==> config.mk <==
export PLATFORM = sky130hd
export DESIGN_NAME = mdio_mgmt_ctrl
export DESIGN_NICKNAME = d
export VERILOG_FILES = /design/src/rtl/mdio_pkg.sv /design/src/rtl/mdio_clkgen.sv /design/src/rtl/mdio_frame_engine.sv /design/src/rtl/mdio_regs.sv /design/src/rtl/mdio_mgmt_ctrl.sv
export SDC_FILE = /design/constraint.sdc
export NUM_CORES = 1
export LEC_CHECK = 0
export BUFFER_PORTS_ARGS = -buffer_cell sky130_fd_sc_hd__buf_2
export CAP_MARGIN = 30
export CORE_MARGIN = 4
export CORE_UTILIZATION = 46
export DETAILED_ROUTE_END_ITERATION = 12
export PLACE_DENSITY_LB_ADDON = 0.15
export SYNTH_ARGS = -nofsm -noshare
export SYNTH_HDL_FRONTEND = slang
export SYNTH_SLANG_ARGS = --single-unit
==> constraint.sdc <==
create_clock -name clk_i -period 5.1 [get_ports clk_i]
set_clock_uncertainty 0.2 [all_clocks]
set_input_delay 0.765 -clock clk_i [delete_from_list [all_inputs] [get_ports clk_i]]
set_output_delay 0.765 -clock clk_i [all_outputs]
set_load 0.05 [all_outputs]
==> src/rtl/mdio_pkg.sv <==
package mdio_pkg;
  localparam int PHY_W     = 5;
  localparam int REG_W     = 5;
  localparam int DATA_W    = 16;
  localparam int PRE_BITS  = 32;
  localparam int FRAME_W   = PRE_BITS + 2 + 2 + PHY_W + REG_W + 2 + DATA_W;
  localparam int POS_W     = $clog2(FRAME_W);
  localparam int TA_POS    = FRAME_W - DATA_W - 2;
  localparam int DATA_POS  = FRAME_W - DATA_W;
  localparam int CMD_FLD_W = 2 + PHY_W + REG_W;

  localparam logic [1:0] ADDR_CMD  = 2'd0;
  localparam logic [1:0] ADDR_DATA = 2'd1;
  localparam logic [1:0] ADDR_STAT = 2'd2;

  typedef enum logic [1:0] {
    OP_NONE = 2'b00,
    OP_WR   = 2'b01,
    OP_RD   = 2'b10,
    OP_BAD  = 2'b11
  } mdio_op_e;
endpackage

==> src/rtl/mdio_clkgen.sv <==
module mdio_clkgen #(
  parameter int DIV_RATIO = 8
) (
  input  logic clk_i,
  input  logic rst_ni,
  output logic mdc_o,
  output logic rise_o,
  output logic fall_o
);
  localparam int HALF = DIV_RATIO / 2;
  localparam int CW   = (HALF > 1) ? $clog2(HALF) : 1;

  logic [CW-1:0] cnt_q;
  logic          mdc_q;
  logic          tick;

  assign tick   = (cnt_q == CW'(HALF - 1));
  assign rise_o = tick & ~mdc_q;
  assign fall_o = tick & mdc_q;
  assign mdc_o  = mdc_q;

  always_ff @(posedge clk_i or negedge rst_ni) begin
    if (!rst_ni) begin
      cnt_q <= '0;
      mdc_q <= 1'b0;
    end else if (tick) begin
      cnt_q <= '0;
      mdc_q <= ~mdc_q;
    end else begin
      cnt_q <= cnt_q + 1'b1;
    end
  end
endmodule

==> src/rtl/mdio_frame_engine.sv <==
module mdio_frame_engine
  import mdio_pkg::*;
(
  input  logic              clk_i,
  input  logic              rst_ni,
  input  logic              rise_i,
  input  logic              fall_i,
  input  logic              start_i,
  input  mdio_op_e          op_i,
  input  logic [PHY_W-1:0]  phy_i,
  input  logic [REG_W-1:0]  reg_i,
  input  logic [DATA_W-1:0] wdata_i,
  input  logic              mdio_i,
  output logic              mdio_o,
  output logic              mdio_oe_o,
  output logic              done_o,
  output logic [DATA_W-1:0] rdata_o
);
  logic [FRAME_W-1:0] sr_q;
  logic [POS_W-1:0]   pos_q;
  logic               armed_q, active_q, is_rd_q;
  logic [DATA_W-1:0]  rd_sr_q;
  logic [FRAME_W-1:0] frame;
  logic [POS_W-1:0]   pos_nxt;
  logic               is_rd_in;

  assign is_rd_in = (op_i == OP_RD);
  // read frames leave TA and data released (ones are placeholders)
  assign frame = {{PRE_BITS{1'b1}}, 2'b01, op_i, phy_i, reg_i,
                  is_rd_in ? 2'b11 : 2'b10,
                  is_rd_in ? {DATA_W{1'b1}} : wdata_i};
  assign pos_nxt = pos_q + 1'b1;
  assign rdata_o = rd_sr_q;

  always_ff @(posedge clk_i or negedge rst_ni) begin
    if (!rst_ni) begin
      sr_q      <= '0;
      pos_q     <= '0;
      armed_q   <= 1'b0;
      active_q  <= 1'b0;
      is_rd_q   <= 1'b0;
      rd_sr_q   <= '0;
      mdio_o    <= 1'b1;
      mdio_oe_o <= 1'b0;
      done_o    <= 1'b0;
    end else begin
      done_o <= 1'b0;
      if (start_i) begin
        sr_q    <= frame;
        is_rd_q <= is_rd_in;
        armed_q <= 1'b1;
      end else if (fall_i && armed_q) begin
        armed_q   <= 1'b0;
        active_q  <= 1'b1;
        pos_q     <= '0;
        mdio_o    <= sr_q[FRAME_W-1];
        mdio_oe_o <= 1'b1;
        sr_q      <= sr_q << 1;
      end else if (fall_i && active_q) begin
        if (pos_q == POS_W'(FRAME_W - 1)) begin
          active_q  <= 1'b0;
          mdio_oe_o <= 1'b0;
          mdio_o    <= 1'b1;
          done_o    <= 1'b1;
        end else begin
          pos_q     <= pos_nxt;
          mdio_o    <= sr_q[FRAME_W-1];
          mdio_oe_o <= !(is_rd_q && (pos_nxt >= POS_W'(TA_POS)));
          sr_q      <= sr_q << 1;
        end
      end
      if (rise_i && active_q && is_rd_q && (pos_q >= POS_W'(DATA_POS)))
        rd_sr_q <= {rd_sr_q[DATA_W-2:0], mdio_i};
    end
  end
endmodule

==> src/rtl/mdio_regs.sv <==
module mdio_regs
  import mdio_pkg::*;
(
  input  logic              clk_i,
  input  logic              rst_ni,
  input  logic              sel_i,
  input  logic              we_i,
  input  logic [1:0]        addr_i,
  input  logic [31:0]       wdata_i,
  output logic [31:0]       rdata_o,
  input  logic              done_i,
  input  logic [DATA_W-1:0] rd_data_i,
  output logic              start_o,
  output mdio_op_e          op_o,
  output logic [PHY_W-1:0]  phy_o,
  output logic [REG_W-1:0]  reg_o,
  output logic [DATA_W-1:0] data_o,
  output logic              busy_o
);
  mdio_op_e          op_q;
  logic [PHY_W-1:0]  phy_q;
  logic [REG_W-1:0]  reg_q;
  logic [DATA_W-1:0] data_q;
  logic              busy_q, start_q;
  logic              wr_cmd, wr_dat, op_ok;
  mdio_op_e          op_in;
  logic              unused_wbits;

  assign op_in  = mdio_op_e'(wdata_i[15:14]);
  assign wr_cmd = sel_i & we_i & (addr_i == ADDR_CMD) & ~busy_q;
  assign wr_dat = sel_i & we_i & (addr_i == ADDR_DATA) & ~busy_q;
  assign op_ok  = (op_in == OP_WR) || (op_in == OP_RD);
  assign unused_wbits = ^{wdata_i[31:16], wdata_i[13:10]};

  always_ff @(posedge clk_i or negedge rst_ni) begin
    if (!rst_ni) begin
      op_q    <= OP_NONE;
      phy_q   <= '0;
      reg_q   <= '0;
      data_q  <= '0;
      busy_q  <= 1'b0;
      start_q <= 1'b0;
    end else begin
      start_q <= 1'b0;
      if (wr_cmd) begin
        op_q  <= op_in;
        phy_q <= wdata_i[PHY_W+REG_W-1:REG_W];
        reg_q <= wdata_i[REG_W-1:0];
        if (op_ok) begin
          busy_q  <= 1'b1;
          start_q <= 1'b1;
        end
      end
      if (wr_dat) data_q <= wdata_i[DATA_W-1:0];
      if (done_i) begin
        busy_q <= 1'b0;
        if (op_q == OP_RD) data_q <= rd_data_i;
      end
    end
  end

  always_comb begin
    unique case (addr_i)
      ADDR_CMD:  rdata_o = {16'b0, op_q, 4'b0, phy_q, reg_q};
      ADDR_DATA: rdata_o = {{(32-DATA_W){1'b0}}, data_q};
      ADDR_STAT: rdata_o = {31'b0, busy_q};
      default:   rdata_o = '0;
    endcase
  end

  assign start_o = start_q;
  assign op_o    = op_q;
  assign phy_o   = phy_q;
  assign reg_o   = reg_q;
  assign data_o  = data_q;
  assign busy_o  = busy_q;
endmodule

==> src/rtl/mdio_mgmt_ctrl.sv <==
module mdio_mgmt_ctrl
  import mdio_pkg::*;
#(
  parameter int DIV_RATIO = 8
) (
  input  logic        clk_i,
  input  logic        rst_ni,
  input  logic        reg_sel_i,
  input  logic        reg_we_i,
  input  logic [1:0]  reg_addr_i,
  input  logic [31:0] reg_wdata_i,
  output logic [31:0] reg_rdata_o,
  output logic        mdc_o,
  output logic        mdio_o,
  output logic        mdio_oe_o,
  input  logic        mdio_i
);
  logic                 rise, fall, start, done, busy;
  mdio_op_e             cmd_op;
  logic [PHY_W-1:0]     cmd_phy;
  logic [REG_W-1:0]     cmd_reg;
  logic [DATA_W-1:0]    data_word, rd_data;
  logic [CMD_FLD_W-1:0] cmd_fields;

  assign cmd_fields = {cmd_op, cmd_phy, cmd_reg};

  mdio_clkgen #(.DIV_RATIO(DIV_RATIO)) u_clk (
    .clk_i(clk_i), .rst_ni(rst_ni), .mdc_o(mdc_o), .rise_o(rise), .fall_o(fall)
  );

  mdio_regs u_regs (
    .clk_i(clk_i), .rst_ni(rst_ni),
    .sel_i(reg_sel_i), .we_i(reg_we_i), .addr_i(reg_addr_i),
    .wdata_i(reg_wdata_i), .rdata_o(reg_rdata_o),
    .done_i(done), .rd_data_i(rd_data), .start_o(start),
    .op_o(cmd_op), .phy_o(cmd_phy), .reg_o(cmd_reg),
    .data_o(data_word), .busy_o(busy)
  );

  mdio_frame_engine u_eng (
    .clk_i(clk_i), .rst_ni(rst_ni), .rise_i(rise), .fall_i(fall),
    .start_i(start), .op_i(cmd_op), .phy_i(cmd_phy), .reg_i(cmd_reg),
    .wdata_i(data_word), .mdio_i(mdio_i), .mdio_o(mdio_o),
    .mdio_oe_o(mdio_oe_o), .done_o(done), .rdata_o(rd_data)
  );
endmodule

After elaboration in Yosys (flattened, before gate mapping)
Cells that the tools add are included.
{"block": "totals", "out_inout_bits": 35, "in_bits": 39, "regBits": 125, "elab_cells": 94}
{"block": "classes", "eq_ne": 9, "n_bitwise": 10, "n_mux": 34, "n_reduce_logical": 20, "magnitude_cmp": 2, "addsub": 2}
{"operator": "$mux 64", "n": 4}
{"operator": "$mux 16", "n": 4}
{"operator": "$pmux 16 s3", "n": 1}
{"operator": "$mux 1", "n": 21}
{"operator": "$mux 6", "n": 3}
{"operator": "$ge 6x6->1 const B", "n": 2}
{"operator": "$reduce_bool 2->1", "n": 5}
{"operator": "$eq 2x2->1 const B", "n": 4}
{"operator": "$and 1x1->1", "n": 7}
{"operator": "$add 6x1->6 const B", "n": 1}
{"operator": "$eq 6x6->1 const B", "n": 1}
{"operator": "$logic_and 1x1->1", "n": 6}
{"operator": "$reduce_and 2->1", "n": 3}
{"operator": "$reduce_and 3->1", "n": 2}
{"operator": "$eq 2x1->1 const B", "n": 2}
{"operator": "$ne 3x2->1 const B", "n": 1}
{"operator": "$not 1->1", "n": 3}
{"operator": "$reduce_bool 3->1", "n": 1}
{"operator": "$add 2x1->2 const B", "n": 1}
{"operator": "$logic_not 2->1", "n": 1}
{"operator": "$mux 2", "n": 1}
{"operator": "$ne 2x1->1 const B", "n": 1}
{"operator": "$logic_not 1->1", "n": 1}
{"operator": "$logic_or 1x1->1", "n": 1}

Logic depth before layout (Yosys ltp)
Gate-level depths: netlist (run 1).
{"block": "depth", "ltp_word": 7, "mapped_depth": 7, "ltp_nobuf": 6}

Modules after synthesis
From an unflattened synthesis (run 1), not the netlist that was laid out.
{"block": "unflattened", "hier_cells": 588, "area_unflattened_um2": 5883.1}
{"module": "mdio_frame_engine", "seq_area_each_um2": 2303.5, "cells_each": 404, "area_each_um2": 4052.6, "instances": 1}
{"module": "mdio_regs", "seq_area_each_um2": 750.7, "cells_each": 176, "area_each_um2": 1716.6, "instances": 1}
{"module": "mdio_clkgen", "seq_area_each_um2": 75.1, "cells_each": 8, "area_each_um2": 113.9, "instances": 1}

Worst setup path after synthesis (run 1)
Ideal clock, no wire load.
{"block": "synth_timing", "path_kind": "input-to-output", "from": "input port reg_addr_i[0]", "to": "output port reg_rdata_o[0]", "stages": 3, "setup_slack_ps": 2024, "n_path_buf": 1, "arrival_ps": 2111, "path_cell_list": "buf_2 > mux2i_1 > o21ai_0"}
{"block": "synth_via", "elab_chain_cells": 2, "elab_cells_between_ends": 4}
{"item": "from (decl)", "line": "mdio_mgmt_ctrl.sv:10", "rtl": "input logic [1:0] reg_addr_i,"}
{"item": "$eq 2x2->1, or another cell as far along", "line": "mdio_regs.sv:63", "rtl": "unique case (addr_i)"}
{"item": "$pmux 16 s3 *", "line": "mdio_regs.sv:63"}
{"item": "to (decl)", "line": "mdio_mgmt_ctrl.sv:12", "rtl": "output logic [31:0] reg_rdata_o,"}
Mark *: on every way between the ends. The rest lies on a longest branch, timed or not.

Final worst setup path (run 1)
{"block": "layout_timing", "from": "register u_regs.start_q (netlist: u_regs.start_o)", "to": "register u_eng.sr_q[48]"}
{"block": "layout_via", "elab_chain_cells": 2, "elab_cells_between_ends": 4}
{"item": "from (decl)", "line": "mdio_regs.sv:24", "rtl": "logic busy_q, start_q;"}
{"item": "from (signal assigned)", "line": "mdio_regs.sv:42", "rtl": "start_q <= 1'b0;"}
{"item": "from (signal assigned)", "line": "mdio_regs.sv:44", "rtl": "start_q <= 1'b0;"}
{"item": "from (signal assigned)", "line": "mdio_regs.sv:51", "rtl": "start_q <= 1'b1;"}
{"item": "$ne 3x2->1 (no source line) or $reduce_bool 3->1 (tied branches)"}
{"item": "$reduce_and 2->1 (no source line)"}
{"item": "to (signal assigned)", "line": "mdio_frame_engine.sv:49", "rtl": "sr_q <= frame;"}
{"item": "to (signal assigned)", "line": "mdio_frame_engine.sv:58", "rtl": "sr_q <= sr_q << 1;"}
{"item": "to (signal assigned)", "line": "mdio_frame_engine.sv:69", "rtl": "sr_q <= sr_q << 1;"}
{"item": "to (decl)", "line": "mdio_frame_engine.sv:19", "rtl": "logic [FRAME_W-1:0] sr_q;"}
Several ways; a longest one is shown, not always the timed one.
A chain may end at the register's enable or synchronous reset.

==> results of run 1 <==
logic make-up (layout without fill, tap and decap cells):
| group | after synthesis | in the layout | share of synthesized area |
|---|---|---|---|
| other | 1 | 16 | 0.000667 |
| AND/OR/NAND/NOR | 133 | 133 | 0.106 |
| adder cells (fa/ha/maj) | 4 | 4 | 0.00846 |
| flip-flops | 125 | 125 | 0.557 |
| AO/OA/AOI/OAI | 105 | 105 | 0.132 |
| buffers and inverters | 51 | 84 | 0.0615 |
| multiplexers | 70 | 70 | 0.131 |
| XOR/XNOR | 2 | 2 | 0.00312 |
power breakdown:
| part | internal, W | switching (W) | total, W |
|---|---|---|---|
| Sequential | 0.00130 | 0.000218 | 0.00152 |
| Combinational | 0.000252 | 0.000320 | 0.000572 |
| Clock | 0.000783 | 0.000429 | 0.00121 |
| Total | 0.00234 | 0.000967 | 0.00331 |
layout make-up:
class | instances | area share
Clock inverter | 9 | 0.0168
Multi-Input combinational cell | 330 | 0.344
Tap cell | 147 | 0.0286
Inverter | 4 | 0.00234
Sequential cell | 125 | 0.487
Timing Repair Buffer | 48 | 0.0437
Clock buffer | 23 | 0.0776
Yosys cell counts (all sizes together):
library cell / number / share of area
dfrtp: 124 / 0.55
nand2: 54 / 0.037
nor2: 50 / 0.033
mux2i: 41 / 0.073
buf: 36 / 0.051
o22a: 34 / 0.053
mux2: 29 / 0.058
o21ai: 24 / 0.023
a21oi: 20 / 0.018
a31oi: 15 / 0.017
clkbuf: 11 / 0.0076
nand3: 7 / 0.0062
and2: 5 / 0.0056
inv: 4 / 0.0027
nand2b: 4 / 0.0045
o31ai: 4 / 0.0053
ha: 3 / 0.0067
and3: 2 / 0.0022
nand3b: 2 / 0.0027
nor2b: 2 / 0.0022
or3: 2 / 0.0022
a21boi: 1 / 0.0013
a221o: 1 / 0.0018
a221oi: 1 / 0.0027
and2b: 1 / 0.0013
conb: 1 / 0.00067
dfstp: 1 / 0.0047
maj3: 1 / 0.0018
nand4b: 1 / 0.0042
nor3: 1 / 0.0018
nor3b: 1 / 0.0013
nor4: 1 / 0.0011
o211a: 1 / 0.0031
o211ai: 1 / 0.0022
o21a: 1 / 0.0013
o21ba: 1 / 0.0018
o221ai: 1 / 0.0016
xnor2: 1 / 0.0016
xor2: 1 / 0.0016
worst max-delay path, stage by stage (launching register included):
cell,delay (ns)
sky130_fd_sc_hd__dfrtp_1,0.70
sky130_fd_sc_hd__inv_1,0.74
sky130_fd_sc_hd__o211ai_2,0.59
sky130_fd_sc_hd__buf_4,0.40
sky130_fd_sc_hd__o22a_1,0.22
final timing paths:
kind,from,endpoint,slack [ns],cells past startpoint
hold / removal,rst_ni,u_eng.sr_q[56],0.16,1
max in group asynchronous,rst_ni,u_eng.sr_q[22],3.56,2
min in group clk_i,u_clk.cnt_q[0],u_clk.cnt_q[0],0.23,1
setup reg to reg,u_regs.start_o,u_eng.sr_q[48],2.12,4
hold reg to reg,u_clk.cnt_q[0],u_clk.cnt_q[0],0.23,1
setup / recovery,u_regs.start_o,u_eng.sr_q[48],2.12,4
sequential cells by signal (all words and copies together), names as in the netlist:
register         cells
u_clk.cnt_q          2
u_clk.mdc_o          1
u_eng.active_q       1
u_eng.armed_q        1
u_eng.done_o         1
u_eng.is_rd_q        1
u_eng.mdio_o         1
u_eng.mdio_oe_o      1
u_eng.pos_q          6
u_eng.rdata_o       16
u_eng.sr_q          64
u_regs.busy_o        1
u_regs.data_o       16
u_regs.op_o          2
u_regs.phy_o         5
u_regs.reg_o         5
u_regs.start_o       1
metrics by stage:
step | cell area [µm²] | hold slack (ns) | setup slack (ns) | cells | total power (W)
after floorplan | 5680 | 0.203 | 2.02 | 506 | 0.00194
after global placement | 5790 | 0.216 | 2.13 | 653 | 0.00208
after detailed placement | 5810 | 0.227 | 2.07 | 654 | 0.00211
after CTS | 6420 | 0.187 | 2.07 | 686 | 0.00333
after global routing | 6420 | 0.208 | 1.81 | 686 | 0.00349
final | 6420 | 0.163 | 2.12 | 686 | 0.00331
metal layers:
| layer | vias up | routed length, µm | part of all wire | GRT usage |
|---|---|---|---|---|
| li1 | 1768 | - | - | - |
| met5 | - | 0 | 0 | 0 |
| met1 | 1829 | 5410 | 0.49 | 0.233 |
| met3 | 15 | 492 | 0.045 | 0.0550 |
| met4 | 0 | 123 | 0.011 | 0.0565 |
| met2 | 85 | 4920 | 0.45 | 0.244 |
==> flow_summary.html, run 1 <==
<table>
<tr><th>Metric</th><th>Value</th></tr>
<tr><th colspan="2">Outcome</th></tr>
<tr><td>Run status</td><td>complete, no violations</td></tr>
<tr><th colspan="2">Timing</th></tr>
<tr><td>Period Utilization, post-route</td><td>0.584</td></tr>
<tr><td>Final count of hold timing violations</td><td>0</td></tr>
<tr><td>Fin crit period</td><td>2.98 ns</td></tr>
<tr><td>Worst slew slack as a fraction of its limit</td><td>0.387</td></tr>
<tr><td>Slew at the pin closest to its max-slew limit</td><td>0.917 ns</td></tr>
<tr><td>Pins Over Slew Limit</td><td>0</td></tr>
<tr><td>Setup_tns</td><td>0 ns</td></tr>
<tr><td>Final setup violating endpoints</td><td>0</td></tr>
<tr><td>Maximum clock frequency</td><td>336 MHz</td></tr>
<tr><td>Setup repair after global routing missed its margin</td><td>false</td></tr>
<tr><th colspan="2">Cells and area</th></tr>
<tr><td>Area taken by multi-input logic gates</td><td>2210 µm²</td></tr>
<tr><td>Number of inserted diodes</td><td>0</td></tr>
<tr><td>Core utilization of the finished layout</td><td>0.537</td></tr>
<tr><td>Fraction of final layout cells sized beyond drive strength 1</td><td>0.219</td></tr>
<tr><td>Top library cells by usage in the layout, fill and taps aside</td><td>124 x sky130_fd_sc_hd__dfrtp_1, 53 x sky130_fd_sc_hd__nand2_1, 50 x sky130_fd_sc_hd__nor2_1</td></tr>
<tr><td>Synth-to-layout area growth</td><td>14.3%</td></tr>
<tr><td>Final-layout fill cell count</td><td>1,059</td></tr>
<tr><td>Area taken by flip-flops and latches</td><td>3130 µm²</td></tr>
<tr><td>Number of nets in the final layout</td><td>568</td></tr>
<tr><td>Most common cell after layout, fill and taps aside</td><td>sky130_fd_sc_hd__dfrtp_1</td></tr>
<tr><th colspan="2">Synthesis</th></tr>
<tr><td>Mapped cell area</td><td>5620 µm²</td></tr>
<tr><td>Unique masters post-synth</td><td>46</td></tr>
<tr><td>Yosys reg bits</td><td>125</td></tr>
<tr><td>Mapped Avg Cell Area</td><td>11.4 µm²</td></tr>
<tr><td>Yosys warnings</td><td>0</td></tr>
<tr><td>Sequential area share after synthesis</td><td>0.557</td></tr>
<tr><td>Instance count of the mapped netlist</td><td>491</td></tr>
<tr><th colspan="2">Floorplanning</th></tr>
<tr><td>Die outline width</td><td>119 µm</td></tr>
<tr><td>Count of standard-cell rows</td><td>40</td></tr>
<tr><td>Starting density of the core</td><td>0.470</td></tr>
<tr><td>Number of I/O pins</td><td>74</td></tr>
<tr><td>Floorplan die height</td><td>119 µm</td></tr>
<tr><td>Die Outline Area</td><td>14,000 µm²</td></tr>
<tr><td>Core Area</td><td>12,000 µm²</td></tr>
<tr><th colspan="2">Detailed routing</th></tr>
<tr><td>Count of unresolved DRC violations after routing</td><td>0</td></tr>
<tr><td>Wire length reported by the detailed router</td><td>10,900 µm</td></tr>
<tr><td>Post-route ant nets</td><td>0</td></tr>
<tr><td>Drt initial violations</td><td>210</td></tr>
<tr><td>TritonRoute pass-1 iters</td><td>5</td></tr>
<tr><td>DR vias/cell</td><td>5.39</td></tr>
<tr><td>Total via count after detailed routing</td><td>3,697</td></tr>
<tr><td>Average wire per standard cell</td><td>16.0 µm</td></tr>
<tr><th colspan="2">Setup path</th></tr>
<tr><td>Crit end category</td><td>register</td></tr>
<tr><td>CP startpoint kind</td><td>register</td></tr>
<tr><td>Critical path class</td><td>reg2reg</td></tr>
<tr><td>Worst EP required</td><td>5.20 ns</td></tr>
<tr><td>Critical path arrival</td><td>3.08 ns</td></tr>
<tr><td>Maximum fanout along the worst path</td><td>30</td></tr>
<tr><th colspan="2">Power and ir drop</th></tr>
<tr><td>Maximum vdd ir drop</td><td>304 µV</td></tr>
<tr><td>Static Leak</td><td>2.82 nW</td></tr>
<tr><td>Power Density</td><td>515 nW/µm²</td></tr>
<tr><th colspan="2">Clock tree</th></tr>
<tr><td>Reg clk slew, reported paths</td><td>0.05 ns</td></tr>
<tr><td>Resized Gates After CTS</td><td>0</td></tr>
<tr><td>CTS Root Buffer Type</td><td>sky130_fd_sc_hd__clkbuf_16</td></tr>
<tr><td>TritonCTS clock tree</td><td>yes</td></tr>
<tr><td>Setup repair bufs after CTS</td><td>0</td></tr>
<tr><td>Clock Sinks</td><td>125</td></tr>
<tr><td>Clock insertion delay at the later pin of the skew report</td><td>0.42 ns</td></tr>
<tr><td>CTS Buf Count</td><td>17</td></tr>
<tr><td>Post-CTS Hold Buffers</td><td>0</td></tr>
<tr><td>H-tree levels</td><td>4</td></tr>
<tr><td>Max Buffers Root-to-Sink</td><td>2</td></tr>
<tr><th colspan="2">Run</th></tr>
<tr><td>Maximum capacitance violations</td><td>0</td></tr>
<tr><th colspan="2">GRT</th></tr>
<tr><td>Initial antenna violation count</td><td>0</td></tr>
<tr><td>Gr usage total</td><td>0.166</td></tr>
<tr><td>Number of global-route vias before repair</td><td>3,683</td></tr>
<tr><td>Maximum number of pins on one net before global-route repair</td><td>51</td></tr>
<tr><td>First-pass GRT wire length</td><td>18,500 µm</td></tr>
<tr><td>Sum of overflow across all layers after global routing</td><td>0</td></tr>
<tr><th colspan="2">Worst hold path</th></tr>
<tr><td>Hold crit path type</td><td>in2async</td></tr>
<tr><th colspan="2">Placement</th></tr>
<tr><td>GP Congestion</td><td>0.745</td></tr>
<tr><td>Post-DP HPWL</td><td>7190 µm</td></tr>
<tr><td>Port Buf Inserts</td><td>41</td></tr>
</table>
No activity file was read; power rests on OpenSTA's default activity.
==> run 2: changes to the inputs <==
==> constraint.sdc (replaced) <==
create_clock -name clk_i -period 2.4 [get_ports clk_i]
set_clock_uncertainty 0.2 [all_clocks]
set_input_delay 0.36 -clock clk_i [delete_from_list [all_inputs] [get_ports clk_i]]
set_output_delay 0.36 -clock clk_i [all_outputs]
set_load 0.05 [all_outputs]
==> flow_summary.html, run 2 (synthesis results as in run 1) <==
<table>
<tr><th>Metric</th><th>Value</th></tr>
<tr><th colspan="2">Setup path</th></tr>
<tr><td>Reg-to-Reg Start</td><td>u_eng.pos_q[0]</td></tr>
<tr><td>Delay of the slowest cell on the worst path</td><td>0.44 ns</td></tr>
<tr><td>Worst EP required</td><td>2.47 ns</td></tr>
<tr><td>CP startpoint kind</td><td>register</td></tr>
<tr><td>Reg-to-Reg End</td><td>u_eng.sr_q[23]</td></tr>
<tr><td>Maximum fanout along the worst path</td><td>28</td></tr>
<tr><td>Cell count of the worst reg-to-reg path</td><td>6</td></tr>
<tr><td>Worst-path cell chain</td><td>ha_1 &gt; nand4b_4 &gt; o21a_1 &gt; buf_4 &gt; mux2i_1 &gt; o21ai_0</td></tr>
<tr><td>Critical path class</td><td>reg2reg</td></tr>
<tr><td>Standard cell with the maximum stage delay on the critical path</td><td>sky130_fd_sc_hd__dfrtp_1</td></tr>
<tr><td>Worst R2R Setup Slack</td><td>0.31 ns</td></tr>
<tr><td>Critical path arrival</td><td>2.16 ns</td></tr>
<tr><td>Crit end category</td><td>register</td></tr>
<tr><th colspan="2">Floorplanning</th></tr>
<tr><td>Die Outline Area</td><td>14,000 µm²</td></tr>
<tr><td>Floorplan die height</td><td>119 µm</td></tr>
<tr><td>Core Area</td><td>12,000 µm²</td></tr>
<tr><td>Number of I/O pins</td><td>74</td></tr>
<tr><td>Die outline width</td><td>119 µm</td></tr>
<tr><td>Starting density of the core</td><td>0.470</td></tr>
<tr><td>Count of standard-cell rows</td><td>40</td></tr>
<tr><th colspan="2">Timing</th></tr>
<tr><td>Worst path setup slack after routing</td><td>0.313 ns</td></tr>
<tr><td>Slew at the pin closest to its max-slew limit</td><td>0.667 ns</td></tr>
<tr><td>Fin crit period</td><td>2.09 ns</td></tr>
<tr><td>Worst slew slack as a fraction of its limit</td><td>0.555</td></tr>
<tr><td>Final count of hold timing violations</td><td>0</td></tr>
<tr><td>Setup repair after global routing missed its margin</td><td>false</td></tr>
<tr><td>Pins Over Slew Limit</td><td>0</td></tr>
<tr><td>Setup_tns</td><td>0 ns</td></tr>
<tr><td>Period Utilization, post-route</td><td>0.870</td></tr>
<tr><td>Final setup violating endpoints</td><td>0</td></tr>
<tr><td>Maximum clock frequency</td><td>479 MHz</td></tr>
<tr><th colspan="2">Detailed routing</th></tr>
<tr><td>Average wire per standard cell</td><td>15.6 µm</td></tr>
<tr><td>Wl on met1</td><td>5270 µm</td></tr>
<tr><td>TritonRoute pass-1 iters</td><td>4</td></tr>
<tr><td>Total via count after detailed routing</td><td>3,739</td></tr>
<tr><td>Post-route ant nets</td><td>0</td></tr>
<tr><td>Top layer reached by signal wires</td><td>met4</td></tr>
<tr><td>Met3 wirelength from detailed routing</td><td>489 µm</td></tr>
<tr><td>Total met2 wirelength after detailed routing</td><td>5120 µm</td></tr>
<tr><td>DR vias/cell</td><td>5.30</td></tr>
<tr><td>Wire length reported by the detailed router</td><td>11,000 µm</td></tr>
<tr><td>Count of unresolved DRC violations after routing</td><td>0</td></tr>
<tr><td>Drt initial violations</td><td>336</td></tr>
<tr><th colspan="2">Cells and area</th></tr>
<tr><td>Most common cell after layout, fill and taps aside</td><td>sky130_fd_sc_hd__dfrtp_1</td></tr>
<tr><td>Fin area</td><td>6640 µm²</td></tr>
<tr><td>Number of nets in the final layout</td><td>588</td></tr>
<tr><td>Final-layout fill cell count</td><td>1,038</td></tr>
<tr><td>Flip-flop count of the largest register after layout</td><td>64</td></tr>
<tr><td>Fraction of final layout cells sized beyond drive strength 1</td><td>0.229</td></tr>
<tr><td>Synth-to-layout area growth</td><td>18.2%</td></tr>
<tr><td>Register with the most flip-flops</td><td>u_eng.sr_q</td></tr>
<tr><td>Number of inserted diodes</td><td>0</td></tr>
<tr><td>Top library cells by usage in the layout, fill and taps aside</td><td>124 x sky130_fd_sc_hd__dfrtp_1, 53 x sky130_fd_sc_hd__nand2_1, 50 x sky130_fd_sc_hd__nor2_1</td></tr>
<tr><th colspan="2">Power and ir drop</th></tr>
<tr><td>Power Density</td><td>1090 nW/µm²</td></tr>
<tr><td>Static Leak</td><td>2.93 nW</td></tr>
<tr><td>Maximum vdd ir drop</td><td>555 µV</td></tr>
<tr><th colspan="2">Placement</th></tr>
<tr><td>GP Congestion</td><td>0.780</td></tr>
<tr><td>Post-DP HPWL</td><td>7240 µm</td></tr>
<tr><td>Port Buf Inserts</td><td>41</td></tr>
<tr><td>Total placed instance area</td><td>5890 µm²</td></tr>
<tr><td>Setup slack after placement</td><td>0.323 ns</td></tr>
<tr><th colspan="2">Clock tree</th></tr>
<tr><td>Resized Gates After CTS</td><td>0</td></tr>
<tr><td>Max Buffers Root-to-Sink</td><td>2</td></tr>
<tr><td>H-tree levels</td><td>4</td></tr>
<tr><td>TritonCTS clock tree</td><td>yes</td></tr>
<tr><td>Clock Sinks</td><td>125</td></tr>
<tr><td>Clock insertion delay at the later pin of the skew report</td><td>0.41 ns</td></tr>
<tr><td>CTS Buf Count</td><td>17</td></tr>
<tr><td>Reg clk slew, reported paths</td><td>0.06 ns</td></tr>
<tr><td>CTS Root Buffer Type</td><td>sky130_fd_sc_hd__clkbuf_16</td></tr>
<tr><td>Setup repair bufs after CTS</td><td>0</td></tr>
<tr><th colspan="2">Worst hold path</th></tr>
<tr><td>Hold depth</td><td>2</td></tr>
<tr><td>Hold_sp</td><td>reg_wdata_i[0]</td></tr>
<tr><td>Endpoint, Worst Hold</td><td>u_regs.reg_o[0]</td></tr>
<tr><td>Hold crit path type</td><td>in2reg</td></tr>
<tr><th colspan="2">GRT</th></tr>
<tr><td>Sum of overflow across all layers after global routing</td><td>0</td></tr>
<tr><td>Gr usage total</td><td>0.165</td></tr>
<tr><td>Number of global-route vias before repair</td><td>3,766</td></tr>
<tr><td>Maximum number of pins on one net before global-route repair</td><td>58</td></tr>
<tr><td>Initial antenna violation count</td><td>0</td></tr>
<tr><td>First-pass GRT wire length</td><td>18,600 µm</td></tr>
<tr><th colspan="2">Run</th></tr>
<tr><td>Maximum capacitance violations</td><td>0</td></tr>
<tr><th colspan="2">Outcome</th></tr>
<tr><td>Run status</td><td>complete, no violations</td></tr>
</table>
[run 2: layout make-up]
cell class | count | area [µm²] | area share
clock inverters | 13 | 190 | 0.0286
well taps | 147 | 184 | 0.0277
multi-input cells | 330 | 2210 | 0.332
flip-flops and latches | 125 | 3130 | 0.471
repair buffers | 68 | 463 | 0.0697
clock buffers | 19 | 453 | 0.0682
inverters | 4 | 15.0 | 0.00226
[run 2: what timing repair did]
item	in CTS	in global routing
endpoints found under the setup margin	0	0
endpoints found under the hold margin	37	0
hold buffers	11	0
[run 2: worst max-delay path by stage]
stage	slack (ns)	startpoint	to	depth (start not counted)
2_1_floorplan	0.13	reg_addr_i[0]	reg_rdata_o[0]	3
3_3_place_gp	0.33	u_eng.pos_q[0]	u_eng.sr_q[16]	6
3_5_place_dp	0.32	u_eng.pos_q[0]	u_eng.sr_q[18]	6
4_1_cts	0.30	u_eng.pos_q[0]	u_eng.sr_q[23]	6
5_1_grt	0.14	u_eng.pos_q[0]	u_eng.sr_q[23]	6
6_report	0.31	u_eng.pos_q[0]	u_eng.sr_q[23]	6
[run 2: routing by layer]
metal / vias up / track usage
met5: - / 0
met2: 78 / 0.249
met1: 1836 / 0.228
met3: 7 / 0.0488
li1: 1818 / -
met4: 0 / 0.0536
[run 2: where the power goes]
group | internal [W] | switching, W | leakage (nW)
clock network | 0.00180 | 0.000938 | 0.313
logic | 0.000557 | 0.000686 | 1.15
registers | 0.00277 | 0.000459 | 1.46
[run 2: worst max-delay path, delay by kind of cell, from the launching register on]
family / cells / cell delay, ns
AOI/OAI and AO/OA: 2 / 0.22
adders and majority gates: 1 / 0.34
buffers and inverters: 1 / 0.34
DFF: 1 / 0.44
muxes: 1 / 0.23
and+or+nand+nor: 1 / 0.18
[run 2: through the flow]
| step | cells | hold WS (ns) | util | total power [W] |
|---|---|---|---|---|
| 5_1_grt | 706 | 0.00707 | 0.555 | 0.00761 |
| 3_3_place_gp | 663 | 0.114 | 0.492 | 0.00444 |
| 2_1_floorplan | 506 | -0.136 | - | 0.00413 |
| 6_report | 706 | 0.0181 | 0.555 | 0.00721 |
| 3_5_place_dp | 663 | 0.124 | 0.492 | 0.00450 |
| 4_1_cts | 706 | 0.000293 | 0.555 | 0.00727 |
==> run 3: changes to the inputs <==
--- a/config.mk
+++ b/config.mk
@@ -8,7 +8,7 @@
 export BUFFER_PORTS_ARGS = -buffer_cell sky130_fd_sc_hd__buf_2
 export CAP_MARGIN = 30
 export CORE_MARGIN = 4
-export CORE_UTILIZATION = 46
+export CORE_UTILIZATION = 52
 export DETAILED_ROUTE_END_ITERATION = 12
 export PLACE_DENSITY_LB_ADDON = 0.15
 export SYNTH_ARGS = -nofsm -noshare
==> flow_summary.html, run 3 (synthesis results as in run 1) <==
<table>
<tr><th>Metric</th><th>Value</th></tr>
<tr><th colspan="2">Clock tree</th></tr>
<tr><td>Clock insertion delay at the later pin of the skew report</td><td>0.51 ns</td></tr>
<tr><td>Setup repair bufs after CTS</td><td>0</td></tr>
<tr><td>Max Buffers Root-to-Sink</td><td>2</td></tr>
<tr><td>TritonCTS clock tree</td><td>yes</td></tr>
<tr><td>Reg clk slew, reported paths</td><td>0.06 ns</td></tr>
<tr><td>CTS Buf Count</td><td>17</td></tr>
<tr><td>Clock Sinks</td><td>125</td></tr>
<tr><td>H-tree levels</td><td>4</td></tr>
<tr><td>CTS Root Buffer Type</td><td>sky130_fd_sc_hd__clkbuf_8</td></tr>
<tr><th colspan="2">Detailed routing</th></tr>
<tr><td>Total met2 wirelength after detailed routing</td><td>5250 µm</td></tr>
<tr><td>Wl on met1</td><td>5260 µm</td></tr>
<tr><td>Average wire per standard cell</td><td>15.9 µm</td></tr>
<tr><td>Count of unresolved DRC violations after routing</td><td>0</td></tr>
<tr><td>TritonRoute pass-1 iters</td><td>4</td></tr>
<tr><td>Met3 wirelength from detailed routing</td><td>453 µm</td></tr>
<tr><td>DR vias/cell</td><td>5.45</td></tr>
<tr><td>Top layer reached by signal wires</td><td>met4</td></tr>
<tr><td>Total via count after detailed routing</td><td>3,807</td></tr>
<tr><td>Post-route ant nets</td><td>0</td></tr>
<tr><td>Drt initial violations</td><td>236</td></tr>
<tr><td>Wire length reported by the detailed router</td><td>11,100 µm</td></tr>
<tr><th colspan="2">Timing</th></tr>
<tr><td>Setup repair after global routing missed its margin</td><td>false</td></tr>
<tr><td>Final count of hold timing violations</td><td>0</td></tr>
<tr><td>Setup_tns</td><td>0 ns</td></tr>
<tr><td>Maximum clock frequency</td><td>475 MHz</td></tr>
<tr><td>Slew at the pin closest to its max-slew limit</td><td>0.676 ns</td></tr>
<tr><td>Final setup violating endpoints</td><td>0</td></tr>
<tr><td>Period Utilization, post-route</td><td>0.878</td></tr>
<tr><td>Worst slew slack as a fraction of its limit</td><td>0.550</td></tr>
<tr><td>Pins Over Slew Limit</td><td>0</td></tr>
<tr><td>Fin crit period</td><td>2.11 ns</td></tr>
<tr><th colspan="2">Cells and area</th></tr>
<tr><td>Area taken by multi-input logic gates</td><td>2210 µm²</td></tr>
<tr><td>Flip-flop count of the largest register after layout</td><td>64</td></tr>
<tr><td>Register with the most flip-flops</td><td>u_eng.sr_q</td></tr>
<tr><td>Most common cell after layout, fill and taps aside</td><td>sky130_fd_sc_hd__dfrtp_1</td></tr>
<tr><td>Number of nets in the final layout</td><td>591</td></tr>
<tr><td>Area taken by flip-flops and latches</td><td>3130 µm²</td></tr>
<tr><td>Synth-to-layout area growth</td><td>17.9%</td></tr>
<tr><td>Core utilization of the finished layout</td><td>0.636</td></tr>
<tr><td>Fraction of final layout cells sized beyond drive strength 1</td><td>0.212</td></tr>
<tr><td>Final-layout fill cell count</td><td>821</td></tr>
<tr><td>Fin area</td><td>6630 µm²</td></tr>
<tr><td>Number of inserted diodes</td><td>0</td></tr>
<tr><td>Top library cells by usage in the layout, fill and taps aside</td><td>124 x sky130_fd_sc_hd__dfrtp_1, 53 x sky130_fd_sc_hd__nand2_1, 50 x sky130_fd_sc_hd__nor2_1</td></tr>
<tr><th colspan="2">Floorplanning</th></tr>
<tr><td>Die outline width</td><td>112 µm</td></tr>
<tr><td>Core Area</td><td>10,400 µm²</td></tr>
<tr><td>Die Outline Area</td><td>12,500 µm²</td></tr>
<tr><td>Floorplan die height</td><td>112 µm</td></tr>
<tr><td>Starting density of the core</td><td>0.539</td></tr>
<tr><td>Number of I/O pins</td><td>74</td></tr>
<tr><td>Count of standard-cell rows</td><td>37</td></tr>
<tr><th colspan="2">Setup path</th></tr>
<tr><td>Worst-path cell chain</td><td>ha_1 &gt; nand4b_4 &gt; o21a_1 &gt; buf_4 &gt; mux2i_1 &gt; a21boi_0</td></tr>
<tr><td>Critical path arrival</td><td>2.28 ns</td></tr>
<tr><td>Maximum fanout along the worst path</td><td>28</td></tr>
<tr><td>Delay of the slowest cell on the worst path</td><td>0.44 ns</td></tr>
<tr><td>Critical path class</td><td>reg2reg</td></tr>
<tr><td>Standard cell with the maximum stage delay on the critical path</td><td>sky130_fd_sc_hd__dfrtp_1</td></tr>
<tr><td>Crit end category</td><td>register</td></tr>
<tr><td>CP startpoint kind</td><td>register</td></tr>
<tr><td>Worst EP required</td><td>2.57 ns</td></tr>
<tr><th colspan="2">Run</th></tr>
<tr><td>Maximum capacitance violations</td><td>0</td></tr>
<tr><th colspan="2">GRT</th></tr>
<tr><td>Maximum number of pins on one net before global-route repair</td><td>55</td></tr>
<tr><td>Number of global-route vias before repair</td><td>3,896</td></tr>
<tr><td>First-pass GRT wire length</td><td>18,800 µm</td></tr>
<tr><td>Gr usage total</td><td>0.185</td></tr>
<tr><td>Initial antenna violation count</td><td>0</td></tr>
<tr><td>Sum of overflow across all layers after global routing</td><td>0</td></tr>
<tr><th colspan="2">Worst hold path</th></tr>
<tr><td>Hold crit path type</td><td>in2async</td></tr>
<tr><th colspan="2">Power and ir drop</th></tr>
<tr><td>Maximum vdd ir drop</td><td>634 µV</td></tr>
<tr><td>Static Leak</td><td>2.92 nW</td></tr>
<tr><td>Power Density</td><td>1060 nW/µm²</td></tr>
<tr><th colspan="2">Placement</th></tr>
<tr><td>Port Buf Inserts</td><td>41</td></tr>
<tr><td>Post-DP HPWL</td><td>7000 µm</td></tr>
<tr><td>Total placed instance area</td><td>5840 µm²</td></tr>
<tr><td>GP Congestion</td><td>0.789</td></tr>
<tr><th colspan="2">Outcome</th></tr>
<tr><td>Run status</td><td>complete, no violations</td></tr>
</table>
-- run 3: cell types whose count changed in the layout (fill, tap and decap cells not counted), sizes merged --
| cell | previous run | this run |
|---|---|---|
| clkbuf | 19 | 27 |
| dlygate4sd3 | 11 | 18 |
| bufinv | 4 | 3 |
| clkinv | 8 | 1 |
| buf | 57 | 53 |
-- run 3: metal layers --
metal / GRT usage / vias to the layer above
met3: 0.0533 / 15
met4: 0.0609 / 0
met5: 0 / -
met1: 0.246 / 1880
met2: 0.295 / 87
li1: - / 1825
-- run 3: final timing paths --
check,cells after the start,to,start,slack (ns)
max,6,u_eng.sr_q[16],u_eng.pos_q[0],0.29
min,2,u_eng.sr_q[50],rst_ni,0.13
max reg2reg,6,u_eng.sr_q[16],u_eng.pos_q[0],0.29
min reg2reg,1,u_clk.cnt_q[0],u_clk.cnt_q[0],0.23
max in group asynchronous,3,u_eng.sr_q[6],rst_ni,1.24
min in group clk_i,1,u_clk.cnt_q[0],u_clk.cnt_q[0],0.23
-- run 3: critical path: cells and delay by family, from the launching register on --
family                   cells  cell delay [ns]
AO/OA/AOI/OAI                2             0.21
adder cells (fa/ha/maj)      1             0.35
buffers and inverters        1             0.34
flip-flops                   1             0.44
multiplexers                 1             0.23
AND/OR/NAND/NOR              1             0.18
-- run 3: final cells by class --
| class | count | share of cell area |
|---|---|---|
| clock inverters | 5 | 0.0155 |
| multi-input cells | 330 | 0.333 |
| inverters | 4 | 0.00227 |
| flip-flops and latches | 125 | 0.472 |
| clock buffers | 27 | 0.0757 |
| repair buffers | 71 | 0.0759 |
| well taps | 136 | 0.0257 |
-- run 3: where the power goes --
part,internal (W),switching [W],total [W]
combinational,0.000562,0.000691,0.00125
sequential,0.00277,0.000456,0.00323
clock,0.00172,0.000858,0.00258
-- run 3: metrics by stage --
step	hold slack [ns]	total power, W	setup slack (ns)	instances
final	0.135	0.00706	0.293	698
after global routing	0.153	0.00745	0.115	698
after CTS	0.128	0.00712	0.290	698
after detailed placement	0.129	0.00448	0.311	648
after global placement	0.125	0.00442	0.342	648
after floorplan	-0.136	0.00413	0.134	506
-- run 3: timing repair --
action,4_1_cts,5_1_grt
hold endpoints to repair,110,0
hold buffers,18,0
gates resized for setup,0,0
